### config.mk
export PLATFORM = sky130hd
export DESIGN_NAME = xint_ctrl
export DESIGN_NICKNAME = d
export VERILOG_FILES = /design/src/rtl/xint_pkg.sv /design/src/rtl/xint_line.sv /design/src/rtl/xint_regs.sv /design/src/rtl/xint_ctrl.sv
export SDC_FILE = /design/constraint.sdc
export NUM_CORES = 1
export LEC_CHECK = 0
export BUFFER_PORTS_ARGS = -buffer_cell sky130_fd_sc_hd__buf_4
export CORE_UTILIZATION = 41
export CTS_BUF_LIST = sky130_fd_sc_hd__clkbuf_2 sky130_fd_sc_hd__clkbuf_4 sky130_fd_sc_hd__clkbuf_8
export CTS_CLUSTER_DIAMETER = 40
export CTS_CLUSTER_SIZE = 24
export DETAILED_ROUTE_END_ITERATION = 8
export PLACE_DENSITY = 0.72
export SLEW_MARGIN = 20
export SYNTH_ARGS = -nofsm -noshare
export SYNTH_HDL_FRONTEND = slang
export SYNTH_SLANG_ARGS = --single-unit
### constraint.sdc
create_clock -name clk -period 1.7 [get_ports clk]
set_input_delay 0.255 -clock clk [delete_from_list [all_inputs] [get_ports clk]]
set_output_delay 0.255 -clock clk [all_outputs]
set_load 0.01 [all_outputs]
### src/rtl/xint_pkg.sv
package xint_pkg;

    localparam int unsigned ADDR_W = 4;

    localparam logic [ADDR_W-1:0] A_RISE  = 4'h0;
    localparam logic [ADDR_W-1:0] A_FALL  = 4'h1;
    localparam logic [ADDR_W-1:0] A_IMASK = 4'h2;
    localparam logic [ADDR_W-1:0] A_EMASK = 4'h3;
    localparam logic [ADDR_W-1:0] A_PEND  = 4'h4;
    localparam logic [ADDR_W-1:0] A_SEL0  = 4'h8;

endpackage

### src/rtl/xint_line.sv
module xint_line #(
    parameter int unsigned NUM_PORTS = 9,
    parameter int unsigned SEL_W     = 4,
    parameter int unsigned BLANK_CYC = 2
) (
    input  logic                 clk,
    input  logic                 rst_n,
    input  logic [NUM_PORTS-1:0] port_pins,
    input  logic [SEL_W-1:0]     sel,
    input  logic                 rise_en,
    input  logic                 fall_en,
    output logic                 edge_hit
);

    localparam int unsigned BLK_W = $clog2(BLANK_CYC + 1);

    typedef struct packed {
        logic             sync1;
        logic             sync2;
        logic             hist;
        logic [BLK_W-1:0] blank;
        logic [SEL_W-1:0] sel_prev;
    } line_st_t;

    line_st_t st_d, st_q;
    logic     raw;
    logic     quiet;

    // Port mux: codes beyond the port count give constant zero.
    always_comb begin
        raw = 1'b0;
        for (int p = 0; p < int'(NUM_PORTS); p++) begin
            if (int'(sel) == p) raw = port_pins[p];
        end
    end

    always_comb begin
        st_d          = st_q;
        st_d.sync1    = raw;
        st_d.sync2    = st_q.sync1;
        st_d.hist     = st_q.sync2;
        st_d.sel_prev = sel;
        if (sel != st_q.sel_prev) begin
            st_d.blank = BLK_W'(BLANK_CYC);
        end else if (st_q.blank != '0) begin
            st_d.blank = st_q.blank - 1'b1;
        end
        // Hold detection off until the new source has reached the history flop.
        quiet    = (st_q.blank != '0) || (sel != st_q.sel_prev);
        edge_hit = !quiet &&
                   ((rise_en && st_q.sync2 && !st_q.hist) ||
                    (fall_en && !st_q.sync2 && st_q.hist));
    end

    always_ff @(posedge clk or negedge rst_n) begin
        if (!rst_n) st_q <= '0;
        else        st_q <= st_d;
    end

    AST_SEL_CHANGE_QUIET: assert property (@(posedge clk) disable iff (!rst_n)
        !$stable(sel) |=> !edge_hit) else $error("selector change produced an edge");

endmodule

### src/rtl/xint_regs.sv
module xint_regs
    import xint_pkg::*;
#(
    parameter int unsigned NUM_LINES   = 16,
    parameter int unsigned SEL_W       = 4,
    parameter int unsigned SEL_PER_REG = 4,
    parameter int unsigned DATA_W      = 32
) (
    input  logic                       clk,
    input  logic                       rst_n,
    input  logic                       bus_we,
    input  logic [ADDR_W-1:0]          bus_addr,
    input  logic [DATA_W-1:0]          bus_wdata,
    output logic [DATA_W-1:0]          bus_rdata,
    input  logic [NUM_LINES-1:0]       edge_hit,
    output logic [NUM_LINES-1:0]       rise_en,
    output logic [NUM_LINES-1:0]       fall_en,
    output logic [NUM_LINES-1:0]       irq_mask,
    output logic [NUM_LINES-1:0]       evt_mask,
    output logic [NUM_LINES-1:0]       pend,
    output logic [NUM_LINES*SEL_W-1:0] sel_flat
);

    localparam int unsigned FIELD_BITS = SEL_W * SEL_PER_REG;

    typedef struct packed {
        logic [NUM_LINES-1:0]       rise;
        logic [NUM_LINES-1:0]       fall;
        logic [NUM_LINES-1:0]       imask;
        logic [NUM_LINES-1:0]       emask;
        logic [NUM_LINES-1:0]       pend;
        logic [NUM_LINES*SEL_W-1:0] sel;
    } reg_st_t;

    reg_st_t              rf_d, rf_q;
    logic [NUM_LINES-1:0] clr_mask;

    generate
        if (DATA_W > NUM_LINES && DATA_W > FIELD_BITS) begin : g_spare
            localparam int unsigned LO = (NUM_LINES > FIELD_BITS) ? NUM_LINES : FIELD_BITS;
            logic unused_wdata;
            assign unused_wdata = ^bus_wdata[DATA_W-1:LO];
        end
    endgenerate

    always_comb begin
        rf_d     = rf_q;
        clr_mask = '0;
        if (bus_we) begin
            case (bus_addr)
                A_RISE:  rf_d.rise  = bus_wdata[NUM_LINES-1:0];
                A_FALL:  rf_d.fall  = bus_wdata[NUM_LINES-1:0];
                A_IMASK: rf_d.imask = bus_wdata[NUM_LINES-1:0];
                A_EMASK: rf_d.emask = bus_wdata[NUM_LINES-1:0];
                A_PEND:  clr_mask   = bus_wdata[NUM_LINES-1:0];
                default: ;
            endcase
            for (int n = 0; n < int'(NUM_LINES); n++) begin
                if (int'(bus_addr) == int'(A_SEL0) + n / int'(SEL_PER_REG)) begin
                    rf_d.sel[n*SEL_W +: SEL_W] =
                        bus_wdata[(n % int'(SEL_PER_REG))*SEL_W +: SEL_W];
                end
            end
        end
        // A detected edge wins over a same-cycle clear.
        rf_d.pend = (rf_q.pend & ~clr_mask) | edge_hit;
    end

    always_ff @(posedge clk or negedge rst_n) begin
        if (!rst_n) rf_q <= '0;
        else        rf_q <= rf_d;
    end

    always_comb begin
        bus_rdata = '0;
        case (bus_addr)
            A_RISE:  bus_rdata[NUM_LINES-1:0] = rf_q.rise;
            A_FALL:  bus_rdata[NUM_LINES-1:0] = rf_q.fall;
            A_IMASK: bus_rdata[NUM_LINES-1:0] = rf_q.imask;
            A_EMASK: bus_rdata[NUM_LINES-1:0] = rf_q.emask;
            A_PEND:  bus_rdata[NUM_LINES-1:0] = rf_q.pend;
            default: ;
        endcase
        for (int n = 0; n < int'(NUM_LINES); n++) begin
            if (int'(bus_addr) == int'(A_SEL0) + n / int'(SEL_PER_REG)) begin
                bus_rdata[(n % int'(SEL_PER_REG))*SEL_W +: SEL_W] = rf_q.sel[n*SEL_W +: SEL_W];
            end
        end
    end

    assign rise_en  = rf_q.rise;
    assign fall_en  = rf_q.fall;
    assign irq_mask = rf_q.imask;
    assign evt_mask = rf_q.emask;
    assign pend     = rf_q.pend;
    assign sel_flat = rf_q.sel;

    AST_W1C_CLEARS: assert property (@(posedge clk) disable iff (!rst_n)
        (bus_we && bus_addr == A_PEND) |=>
        ((pend & $past(bus_wdata[NUM_LINES-1:0]) & ~$past(edge_hit)) == '0))
        else $error("pending flag survived a clear");

    AST_ZERO_WRITE_KEEPS: assert property (@(posedge clk) disable iff (!rst_n)
        (bus_we && bus_addr == A_PEND && bus_wdata[NUM_LINES-1:0] == '0) |=>
        ((pend & $past(pend)) == $past(pend)))
        else $error("zero write dropped a flag");

    AST_EDGE_SETS_PEND: assert property (@(posedge clk) disable iff (!rst_n)
        (edge_hit != '0) |=> ((pend & $past(edge_hit)) == $past(edge_hit)))
        else $error("edge did not latch");

    AST_PEND_FROM_EDGE_ONLY: assert property (@(posedge clk) disable iff (!rst_n)
        ((pend & ~$past(pend) & ~$past(edge_hit)) == '0))
        else $error("pending flag set without an edge");

endmodule

### src/rtl/xint_ctrl.sv
module xint_ctrl
    import xint_pkg::*;
#(
    parameter int unsigned NUM_LINES   = 16,
    parameter int unsigned NUM_PORTS   = 9,
    parameter int unsigned SEL_W       = 4,
    parameter int unsigned SEL_PER_REG = 4,
    parameter int unsigned DATA_W      = 32,
    parameter int unsigned BLANK_CYC   = 2
) (
    input  logic                           clk,
    input  logic                           rst_n,
    input  logic [NUM_PORTS*NUM_LINES-1:0] port_pins,
    input  logic                           bus_we,
    input  logic [ADDR_W-1:0]              bus_addr,
    input  logic [DATA_W-1:0]              bus_wdata,
    output logic [DATA_W-1:0]              bus_rdata,
    output logic                           irq_o,
    output logic                           evt_o
);

    logic [NUM_LINES-1:0]       edge_hit;
    logic [NUM_LINES-1:0]       rise_en;
    logic [NUM_LINES-1:0]       fall_en;
    logic [NUM_LINES-1:0]       irq_mask;
    logic [NUM_LINES-1:0]       evt_mask;
    logic [NUM_LINES-1:0]       pend;
    logic [NUM_LINES*SEL_W-1:0] sel_flat;

    xint_regs #(
        .NUM_LINES   (NUM_LINES),
        .SEL_W       (SEL_W),
        .SEL_PER_REG (SEL_PER_REG),
        .DATA_W      (DATA_W)
    ) u_regs (
        .clk       (clk),
        .rst_n     (rst_n),
        .bus_we    (bus_we),
        .bus_addr  (bus_addr),
        .bus_wdata (bus_wdata),
        .bus_rdata (bus_rdata),
        .edge_hit  (edge_hit),
        .rise_en   (rise_en),
        .fall_en   (fall_en),
        .irq_mask  (irq_mask),
        .evt_mask  (evt_mask),
        .pend      (pend),
        .sel_flat  (sel_flat)
    );

    generate
        for (genvar n = 0; n < NUM_LINES; n++) begin : g_line
            logic [NUM_PORTS-1:0] line_pins;
            for (genvar p = 0; p < NUM_PORTS; p++) begin : g_pin
                assign line_pins[p] = port_pins[p*NUM_LINES + n];
            end
            xint_line #(
                .NUM_PORTS (NUM_PORTS),
                .SEL_W     (SEL_W),
                .BLANK_CYC (BLANK_CYC)
            ) u_line (
                .clk       (clk),
                .rst_n     (rst_n),
                .port_pins (line_pins),
                .sel       (sel_flat[n*SEL_W +: SEL_W]),
                .rise_en   (rise_en[n]),
                .fall_en   (fall_en[n]),
                .edge_hit  (edge_hit[n])
            );
        end
    endgenerate

    assign irq_o = |(pend & irq_mask);
    assign evt_o = |(edge_hit & evt_mask);

endmodule

==> impl_results.md <==
* # setup viols final at 18
* CTS H-tree depth at 2
* Crit end category: output port
* Sink Count at roughly 290
* Die area at roughly 34000 µm²
* Maximum VDD drop at roughly 0.00068 V
* Tot GR Track Use at 23.5%
* Post-synthesis cell area at 13700 µm²
* Arr. time, crit path at around 2.3 ns
* Post-synthesis instance total at between 1000 and 1500
* WS Path Type: reg -> out
* CP Launch Point: g_line[15].u_line.st_d[6]$_DFF_PN0_
* Root buf cell: clkbuf_8
* GPL Wtd Cong at approximately 0.94
* Final setup margin at -0.832 ns
* Core area at ~33000 µm²
* Area growth syn-to-layout at 35.9%
* DIE WIDTH at ~180 µm
* Routed WL per cell at around 20 µm
* Final Critical Period at approximately 2.5 ns
* CTS buffer count at 36
* CTS tree: built
* Seq/Total Area, Yosys at 52.8%
* Max-slew violation count at 0
* Post-placement cell area at between 15000 and 20000 µm²
* Power per cell area at around 1200 nW/µm²
* Final instance area at approximately 19000 µm²
* WL final at between 30000 and 40000 µm
* Crit path required time at ~1.4 ns
* DRT iter0 DRCs at 730
* IO Count at 217
* Outcome: finished with violations
* Final Hold Viols at 0
* Post-synth EDFFs at 0
* Core Util, Final at a little under three fifths
* Clk_lat worst skew at 0.55 ns
* FF-to-FF Start: u_regs.sel_flat[48]$_DFFE_PN0P_
* Reg2reg setup slack at between 0.1 and 0.15 ns
* Mean post-synth cell area at around 12 µm²
* Simple-gate share of the synthesized area at a little over a tenth
* Initial antenna violation count at 0
* Die span in y at between 150 and 200 µm
* Fmax at 395 MHz
* Leak at around 0.0088 µW
* Deepest clock path buffer count at 3
* Worst-case reg-to-reg path depth at 5
* Ys flop type: dfrtp_1
* Adder and majority cell fraction of the synthesized area at 1.47%
* Routed vias/inst at around 5.4
* Max FO, Critical Path at 3
* Synth Register Bits at approximately 290
* GRT overflow at 0
* Synth unique cells at a little over 50
* Post-Synth XOR/XNOR Area at 5.13%
* Share of cells above drive strength 1 at 45.8%
* Post-Place Worst Slack at -0.491 ns
* FP Rows at 66
* Commonest non-fill, non-tap cells in the layout: buf_4 (349), dfrtp_1 (288), nand2_1 (88)
* Clock transition at the registers of the reported paths at ~0.08 ns
* First-pass GRT wire length at about 60000 µm
* Antenna fix cells at 0
* DR pass1 iterations at 5
* Post-route ant nets at 0
* Unrepaired setup endpoints after global routing: yes
* Initial cell density of the core at 41.8%
* Crit path capture: evt_o
* Post-synthesis async set-or-reset flop share at between 90% and 100%
* Failing checks: negative setup slack
* Commonest non-fill, non-tap cell in the layout: buf_4
* Crit start category: flop
* IO Port Bufs at about 180
* Largest family of logic cells by synthesized area: multiplexers
* Tot Pwr at roughly 23000 µW
* Mux contribution to synthesized area at 15.8%
* Clock Skew at ~0.025 ns
* Final period util at 149%
* HPWL Detailed at about 28000 µm
* Final Net Count at roughly 1700
* Yosys warning count at 0
* Routed vias at roughly 11000
* Worst r2r dst: g_line[12].u_line.st_d[7]$_DFF_PN0_
* Worst hold path class: in -> reg
* DRC errors left at 0
* Compound-Gate Fraction of Synth Area at 9.14%
* Vias in the first global route at ~11000
* Pin count of the biggest net entering global routing at between 60 and 70
* Max Cap Viol at 0
-- critical path: stages (launching register included) --
cell	delay, ns
dfrtp_1	0.41
and3b_1	0.19
o21ai_1	0.21
nor3_2	0.10
a2111oi_4	0.29
buf_4	0.17
nand4_1	0.16
buf_4	0.21
-- power breakdown --
part           internal, µW  switching [µW]  leakage (µW)
Sequential             8730            1210       0.00350
Clock                  3050            2650      0.000422
Combinational          4290            3270       0.00487
Total                 16100            7130       0.00879
-- synthesized netlist by cell type (all sizes together) (2+ instances only) --
cell       n  area [µm²]
xor2      16         140
nor2b     12        75.1
and3b     30         263
a222oi     8        80.1
nor4       2        27.5
dfrtp    288        7210
nand3b    14         118
nor2      41         156
mux4      32         721
mux2i      7        70.1
xnor2     64         561
nand2    105         427
o22ai     16         100
a211o      9        78.8
a221oi     4        35.0
buf       43         285
mux2     112        1370
o21ai     56         280
nand3      8        40.0
a22o       4        35.0
a2111oi    3        26.3
ha        16         200
a31oi     15        93.8
a22oi     40         300
nor3      15        86.3
a21o       3        22.5
clkbuf    34         128
nand4     21         131
or2        7        43.8
a21oi     36         180
nor4b      3        71.3
inv       62         233
nor3b      3        27.5
-- flip-flops by register name, indices dropped and copies added, names as in the netlist --
register            flops
u_regs.rise_en         16
g_line.u_line.st_d     32
u_regs.fall_en         16
u_regs.sel_flat        64
g_line.u_line.st_q    112
u_regs.pend            16
u_regs.irq_mask        16
u_regs.evt_mask        16
-- cells by family (layout without fill, tap and decap cells) --
group	after synthesis	in the layout
xor gates and xnor gates	80	80
muxes	151	151
AOI/OAI and AO/OA	196	196
and+or+nand+nor	264	264
adders and majority gates	16	16
buffers and inverters	139	538
DFF	288	288
other	1	16
-- layout make-up --
type	instances	area, µm²
fillers	2677	14100
clock inverters	12	161
inverters	62	233
clock buffers	51	671
well taps	442	553
multi-input cells	723	6240
flip-flops and latches	288	7210
repair buffers	413	3500
-- how the worst min path moves through the flow --
stage	from	end	slack, ns	cells past startpoint
finish	port_pins[131]	g_line[3].u_line.st_d[7]$_DFF_PN0_	0.01	3
global route	port_pins[134]	g_line[6].u_line.st_d[7]$_DFF_PN0_	0.03	3
CTS	port_pins[137]	g_line[9].u_line.st_d[7]$_DFF_PN0_	0.001	3
detailed placement	rst_n	g_line[1].u_line.st_d[7]$_DFF_PN0_	0.18	1
global placement	rst_n	g_line[2].u_line.st_q[4]$_DFFE_PN0P_	0.18	1
floorplan	rst_n	g_line[0].u_line.st_d[6]$_DFF_PN0_	-0.04	0
-- repair_timing --
item	CTS	global route
setup endpoints to repair	18	18
setup buffers	9	3
pin swaps	62	13
hold buffers	2	0
resized for setup	109	25
endpoints found under the hold margin	183	0
-- metal layers --
layer	vias to the layer above	part of all wire, %	GRT usage, %
li1	4777	-	-
met1	5332	41	30.9
met2	460	47	37.6
met3	83	8.1	5.08
met4	0	3.5	9.40
met5	-	0	0
-- per-stage QoR --
stage                      TNS, ns  cells  hold slack (ns)
final                        -7.63   1991           0.0121
after global placement      -17.26   1919            0.180
after detailed placement    -19.56   1919            0.177
after CTS                    -7.44   1988          0.00137
after floorplan           -0.00414   1150          -0.0406
after global routing         -8.89   1991           0.0318
Power figures use the tool's default switching activity.
